<file path="config.mk">
export PLATFORM = sky130hd
export DESIGN_NAME = clk_snap_reader
export DESIGN_NICKNAME = d
export VERILOG_FILES = /design/src/rtl/clk_snap_pkg.sv /design/src/rtl/snap_frac_align.sv /design/src/rtl/snap_lo_adder.sv /design/src/rtl/snap_hi_bump.sv /design/src/rtl/snap_out_reg.sv /design/src/rtl/clk_snap_reader.sv
export SDC_FILE = /design/constraint.sdc
export NUM_CORES = 1
export LEC_CHECK = 0
export BUFFER_PORTS_ARGS = -buffer_cell sky130_fd_sc_hd__buf_2
export CORE_MARGIN = 2
export CORE_UTILIZATION = 53
export CTS_CLUSTER_SIZE = 30
export DETAILED_ROUTE_END_ITERATION = 8
export GPL_ROUTABILITY_DRIVEN = 0
export PLACE_DENSITY = 0.85
export SYNTH_ARGS = -nofsm -noshare
export SYNTH_HDL_FRONTEND = slang
export SYNTH_SLANG_ARGS = --single-unit
</file>
<file path="constraint.sdc">
create_clock -name clk -period 2.25 [get_ports clk]
set_input_delay 0.225 -clock clk [delete_from_list [all_inputs] [get_ports clk]]
set_output_delay 0.225 -clock clk [all_outputs]
set_load 0.03 [all_outputs]
</file>
<file path="src/rtl/clk_snap_pkg.sv">
package clk_snap_pkg;

  localparam int unsigned SNAP_WORD_W = 16;

  typedef enum logic [0:0] {
    SNAP_IDLE = 1'b0,
    SNAP_SHOW = 1'b1
  } snap_state_e;

endpackage

</file>
<file path="src/rtl/snap_frac_align.sv">
// Aligns the sub-count to the low word: logical right shift by one, zero fill.
module snap_frac_align #(
  parameter int unsigned SUB_W = 16,
  parameter int unsigned LO_W  = 16
) (
  input  logic [SUB_W-1:0] sub_i,
  output logic [LO_W-1:0]  frac_o
);
  localparam int unsigned SHIFTED_W = SUB_W - 1;

  logic [SUB_W-1:0] shifted;

  always_comb begin
    shifted = sub_i >> 1;
  end

  generate
    if (SHIFTED_W >= LO_W) begin : g_trunc
      assign frac_o = shifted[LO_W-1:0];
    end else begin : g_extend
      assign frac_o = LO_W'(shifted);
    end
  endgenerate
endmodule

</file>
<file path="src/rtl/snap_lo_adder.sv">
// Adds the aligned fraction to the low word and reports the carry out.
module snap_lo_adder #(
  parameter int unsigned LO_W = 16
) (
  input  logic [LO_W-1:0] lo_i,
  input  logic [LO_W-1:0] frac_i,
  output logic [LO_W-1:0] sum_o,
  output logic            carry_o
);
  localparam int unsigned EXT_W = LO_W + 1;

  logic [EXT_W-1:0] wide_sum;

  always_comb begin
    wide_sum = {1'b0, lo_i} + {1'b0, frac_i};
    sum_o    = wide_sum[LO_W-1:0];
    carry_o  = wide_sum[EXT_W-1];
  end
endmodule

</file>
<file path="src/rtl/snap_hi_bump.sv">
// Increments the high word by the carry coming out of the low addition.
module snap_hi_bump #(
  parameter int unsigned HI_W = 16
) (
  input  logic [HI_W-1:0] hi_i,
  input  logic            carry_i,
  output logic [HI_W-1:0] hi_o
);
  always_comb begin
    hi_o = hi_i + HI_W'(carry_i);
  end
endmodule

</file>
<file path="src/rtl/snap_out_reg.sv">
// Result register with written-out enable and a one-bit show state.
module snap_out_reg
  import clk_snap_pkg::*;
#(
  parameter int unsigned HI_W = 16,
  parameter int unsigned LO_W = 16
) (
  input  logic            clk,
  input  logic            rst_n,
  input  logic            load_i,
  input  logic [HI_W-1:0] hi_i,
  input  logic [LO_W-1:0] lo_i,
  output logic            valid_o,
  output logic [HI_W-1:0] hi_o,
  output logic [LO_W-1:0] lo_o
);
  snap_state_e     state_q, state_d;
  logic [HI_W-1:0] hi_q, hi_d;
  logic [LO_W-1:0] lo_q, lo_d;

  always_comb begin
    state_d = load_i ? SNAP_SHOW : SNAP_IDLE;
    hi_d    = hi_q;
    lo_d    = lo_q;
    if (load_i) begin
      hi_d = hi_i;
      lo_d = lo_i;
    end
  end

  always_ff @(posedge clk or negedge rst_n) begin
    if (!rst_n) begin
      state_q <= SNAP_IDLE;
      hi_q    <= '0;
      lo_q    <= '0;
    end else begin
      state_q <= state_d;
      hi_q    <= hi_d;
      lo_q    <= lo_d;
    end
  end

  assign valid_o = (state_q == SNAP_SHOW);
  assign hi_o    = hi_q;
  assign lo_o    = lo_q;
endmodule

</file>
<file path="src/rtl/clk_snap_reader.sv">
// Same-edge snapshot of high, low and sub-count clock words into one timestamp.
module clk_snap_reader
  import clk_snap_pkg::*;
#(
  parameter int unsigned HI_W  = SNAP_WORD_W,
  parameter int unsigned LO_W  = SNAP_WORD_W,
  parameter int unsigned SUB_W = SNAP_WORD_W
) (
  input  logic             clk,
  input  logic             rst_n,
  input  logic             snap_req,
  input  logic [HI_W-1:0]  tick_hi,
  input  logic [LO_W-1:0]  tick_lo,
  input  logic [SUB_W-1:0] tick_sub,
  output logic             snap_valid,
  output logic [HI_W-1:0]  snap_hi,
  output logic [LO_W-1:0]  snap_lo
);
  logic [LO_W-1:0] frac;
  logic [LO_W-1:0] lo_sum;
  logic            lo_carry;
  logic [HI_W-1:0] hi_adj;

  snap_frac_align #(.SUB_W(SUB_W), .LO_W(LO_W)) u_align (
    .sub_i  (tick_sub),
    .frac_o (frac)
  );

  snap_lo_adder #(.LO_W(LO_W)) u_lo_add (
    .lo_i    (tick_lo),
    .frac_i  (frac),
    .sum_o   (lo_sum),
    .carry_o (lo_carry)
  );

  snap_hi_bump #(.HI_W(HI_W)) u_hi_bump (
    .hi_i    (tick_hi),
    .carry_i (lo_carry),
    .hi_o    (hi_adj)
  );

  snap_out_reg #(.HI_W(HI_W), .LO_W(LO_W)) u_out (
    .clk     (clk),
    .rst_n   (rst_n),
    .load_i  (snap_req),
    .hi_i    (hi_adj),
    .lo_i    (lo_sum),
    .valid_o (snap_valid),
    .hi_o    (snap_hi),
    .lo_o    (snap_lo)
  );
endmodule

</file>
* Word level (Yosys, flattened, before mapping)
Index checks and enable logic that the tools add are counted.
Operators by class: mux-type cells 1, add/subtract/negate cells 2
Operator list (number):
- $add 16x15->17 | 1
- $add 16x1->16 | 1
- $mux 1 | 1
Storage, ports and cells: input port bits 51, output and inout bits 33, register bits 33

* Logic depth before layout (Yosys ltp)
word-level depth 2, mapped depth 14

* Modules after synthesis
A second synthesis with hierarchy kept.
Second synthesis, totals: cell total of the unflattened synthesis 241, area total of the unflattened synthesis 2686.3 sq um
Modules (own cells, without submodules):
- snap_out_reg | area each 1370.1 sq um, instances 1, cells an instance 69, sequential area each 825.8 sq um
- snap_lo_adder | area each 855.8 sq um, instances 1, cells an instance 110, sequential area each 0.0 sq um
- snap_hi_bump | area each 336.6 sq um, instances 1, cells an instance 45, sequential area each 0.0 sq um
- snap_frac_align | area each 123.9 sq um, instances 1, cells an instance 17, sequential area each 0.0 sq um

* Worst setup path after synthesis
OpenSTA, ideal clock, no wires.
path type input to register, start input tick_lo[0], end register u_out.hi_q[14] (netlist: u_out.hi_o[14]), cell stages on the path 14, arrival time 2.671 ns, library setup time 0.137 ns, buffers on the path 0, required time 2.113 ns, slack -0.558 ns, cell sequence ha_1 > fa_1 > a211oi_1 > o21ai_0 > o211ai_1 > a21boi_0 > o21a_1 > ha_1 > ha_1 > nand2_1 > nor4_1 > and2_1 > xnor2_1 > a21oi_1
Between the ends: word-level cells in the longest chain between the ends 2
RTL lines:
- from (decl) | RTL line clk_snap_reader.sv:13 | input logic [LO_W-1:0] tick_lo,
- $add 16x15->17 | RTL line snap_lo_adder.sv:15 | wide_sum = {1'b0, lo_i} + {1'b0, frac_i};
- $add 16x1->16 | RTL line snap_hi_bump.sv:10 | hi_o = hi_i + HI_W'(carry_i);
- to (signal assigned) | RTL line snap_out_reg.sv:38 | hi_q <= hi_d;
- to (decl) | RTL line snap_out_reg.sv:18 | logic [HI_W-1:0] hi_q, hi_d;
Every way passes these cells. A chain may end at the register's enable or synchronous reset.

* Worst setup path after layout
start input tick_sub[1], end register u_out.hi_q[6] (netlist: u_out.hi_o[6])
Between the ends: word-level cells in the longest chain between the ends 2
RTL lines:
- from (decl) | RTL line clk_snap_reader.sv:14 | input logic [SUB_W-1:0] tick_sub,
- $add 16x15->17 | RTL line snap_lo_adder.sv:15
- $add 16x1->16 | RTL line snap_hi_bump.sv:10
Every way passes these cells.

==> impl_metrics.env <==
export IMPL_status="complete, but fails checks"
export IMPL_violations="negative hold slack, negative setup slack"
export IMPL_path_cells="buf_6 -> ha_4 -> fa_2 -> a211oi_2 -> o21ai_2 -> o211ai_1 -> a21boi_1 -> o21a_1 -> ha_2 -> ha_4 -> nand2_4 -> buf_4 -> nor2_1 -> nand2_1 -> xor2_1 -> a21oi_1"
export IMPL_ys_warnings_count=0
export IMPL_nFillCells=236
export IMPL_worstPathMaxFanout=4
export IMPL_worst_r2r_startpoint="u_out.lo_o[10]"
export IMPL_synth_largest_area_cell="dfrtp_1"
export IMPL_synth_area_leaders="dfrtp_1 (36%), ha_1 (9.9%), a21oi_1 (6.0%), mux2_2 (4.0%), xor2_1 (3.9%)"
export IMPL_drive_gt1_share_pct=46.5
export IMPL_cts_htree_levels=2
export IMPL_final_common_cell="buf_2"
export IMPL_synthCells=241
export IMPL_synthDominantCellAreaShare_pct=36.5
export IMPL_fin_nets=439
export IMPL_synth_seq_cells=33
export IMPL_setup_slack_ns=-0.304
export IMPL_chipWidth_um=69.4
export IMPL_cts_sinks=33
export IMPL_vdd_ir_drop_max_uv=470
export IMPL_met1_usage_pct=35.9
export IMPL_placed_cells=403
export IMPL_drc_errors=0
export IMPL_cts_buffer_depth=2
export IMPL_die_area_um2=4810
export IMPL_hold_buffers=0
export IMPL_clock_latency_ns=0.29
export IMPL_grtUsageMet3_pct=7.12
export IMPL_crit_required_ns=2.41
export IMPL_critical_path_class="primary input to register"
export IMPL_crit_slowest_cell="fa_2"
export IMPL_start_util_pct=55.8
export IMPL_die_h_um=69.4
export IMPL_cpPeakStageDelay_ns=0.36
export IMPL_dr_first_iter_drc_count=238
export IMPL_antenna_found_initial=0
export IMPL_overflow=0
export IMPL_async_flop_share_pct=100
export IMPL_timing_rr_end="u_out.lo_o[10]"
export IMPL_r2r_slack_ns=1.24
export IMPL_ff2ff_path_depth=3
export IMPL_final_cell_mix="buf_2 (80), buf_4 (45), dfrtp_1 (33)"
export IMPL_relSlewSlack_pct=49.5
export IMPL_finalMaxSlewViolations=0
export IMPL_crit_path_frequent_cell="ha_4"
export IMPL_grt_pass1_wl_um=11800
export IMPL_track_usage_pct=30.5
export IMPL_io_buffers=82
export IMPL_grt_max_degree=34
export IMPL_hold_class="primary input to async pin"
export IMPL_drt_pass1_iterations=4
export IMPL_grt_util_met2_pct=55.6
export IMPL_syn_num_nets=311
export IMPL_rows=23
export IMPL_dp_hpwl_um=4740
export IMPL_cp_end_kind="register"
export IMPL_ys_flop_type="dfrtp_1"
export IMPL_detail_route_wirelength_um=7310
export IMPL_cts_made_buffers=5
export IMPL_timing_hold_ws_ns=-0.00184
export IMPL_synth_area_um2=2260
export IMPL_clock_skew_ns=0
export IMPL_grt_pass1_vias=2488
export IMPL_p_leak_nw=1.56
export IMPL_clkSlewWorstSetupHoldPaths_ns=0.08
export IMPL_cp_start_kind="primary input"
export IMPL_synth_edf_count=0
export IMPL_area_delta_synth_final_pct=46.9
export IMPL_syn_area_per_cell_um2=9.40
export IMPL_fin_crit_sh_pct=114
export IMPL_cts_root_buf="clkbuf_8"
export IMPL_busiest_layer="met2"
export IMPL_p_per_area_nw_per_um2=643
export IMPL_synth_seq_area_share_pct=36.5
export IMPL_finalSetupViolCount=13
export IMPL_ant_nets=0
export IMPL_final_core_util_pct=82.0
export IMPL_final_cell_count_no_fill=420
export IMPL_vias=2503
export IMPL_rsz0062_at_grt="true"
export IMPL_cts_tree="done"
export IMPL_synthDistinctLibCells=49
export IMPL_hold_viol_final=9
export IMPL_worstMarginPinSlew_ns=0.758
export IMPL_cap_violations=0
export IMPL_routed_via_density=5.96
export IMPL_period_needed_ns=2.55
export IMPL_max_freq_mhz=392
export IMPL_antenna_cells=0
export IMPL_num_io_pins=84
export IMPL_wl_per_cell_um=17.4
export IMPL_crit_start="tick_sub[1]"
export IMPL_coreArea_um2=4060
export IMPL_worstPathArrival_ns=2.71
-- timing repair --
action	CTS	global route
setup endpoints to repair	16	16
resized for setup	12	5
pin swaps	27	18
buffers inserted	7	2
-- flip-flops by register name (all words and copies together), names as in the netlist --
name and cells:
u_out.hi_o 16, u_out.valid_o 1, u_out.lo_o 16
-- where the power goes --
part / switching [mW] / internal (mW)
Combinational: 0.488 / 0.327
Clock: 0.234 / 0.361
Sequential: 0.0481 / 0.680
-- worst max-delay path by stage --
stage / slack (ns) / end
4_1_cts: -0.16 / u_out.hi_o[14]
3_5_place_dp: -0.65 / u_out.hi_o[15]
3_3_place_gp: -0.56 / u_out.hi_o[14]
5_1_grt: -0.42 / u_out.hi_o[6]
2_1_floorplan: -0.33 / u_out.hi_o[14]
6_report: -0.30 / u_out.hi_o[6]
-- through the flow --
step                area (um2)  worst slack (ns)  hold slack [ns]  TNS (ns)  power (mW)
finish                    3330            -0.304         -0.00184     -2.27        2.14
global route              3330            -0.420           0.0667     -4.37        2.22
CTS                       3280            -0.159           0.0241     -1.25        2.11
detailed placement        3030            -0.652            0.344     -8.07        1.49
global placement          3030            -0.557            0.331     -6.74        1.47
floorplan                 2320            -0.326          -0.0706     -2.41        1.20
-- layout make-up --
| class | count | area, um2 | share of cell area, % |
|---|---|---|---|
| clock buffer | 7 | 86.3 | 2.60 |
| clock inverter | 1 | 30.0 | 0.903 |
| inverter | 3 | 11.3 | 0.339 |
| multi-input combinational | 198 | 1540 | 46.2 |
| tap | 50 | 62.6 | 1.88 |
| sequential | 33 | 826 | 24.8 |
| timing repair buffer | 128 | 772 | 23.2 |
-- cell families after synthesis --
logic type      Yosys count  synth area share [%]
simple gates             84                  18.6
buf+inv                  10                  2.43
fa+ha+maj                19                  10.8
compound gates           68                  20.4
flops                    33                  36.5
mux                       8                  3.98
xor+xnor                 19                  7.35
-- worst max-delay path: cells and delay by family --
family	cells	cell delay (ns)
buf+inv	2	0.20
fa+ha+maj	4	0.87
compound gates	6	1.04
xor+xnor	1	0.17
simple gates	3	0.20
-- per-layer routing --
layer,up-vias,part of all wire [%]
met5,-,0
met4,0,3.0
met3,20,7.4
met2,125,51
met1,1211,38
li1,1147,-
-- synthesized netlist by cell type (all sizes together) (5+ instances only) --
cell / n
a21o: 7
a21oi: 28
buf: 5
dfrtp: 33
ha: 18
mux2: 8
nand2: 22
nand3: 9
nor2: 22
o211ai: 5
o21ai: 6
xnor2: 9
xor2: 10
No activity file was read; power rests on OpenSTA's default activity.
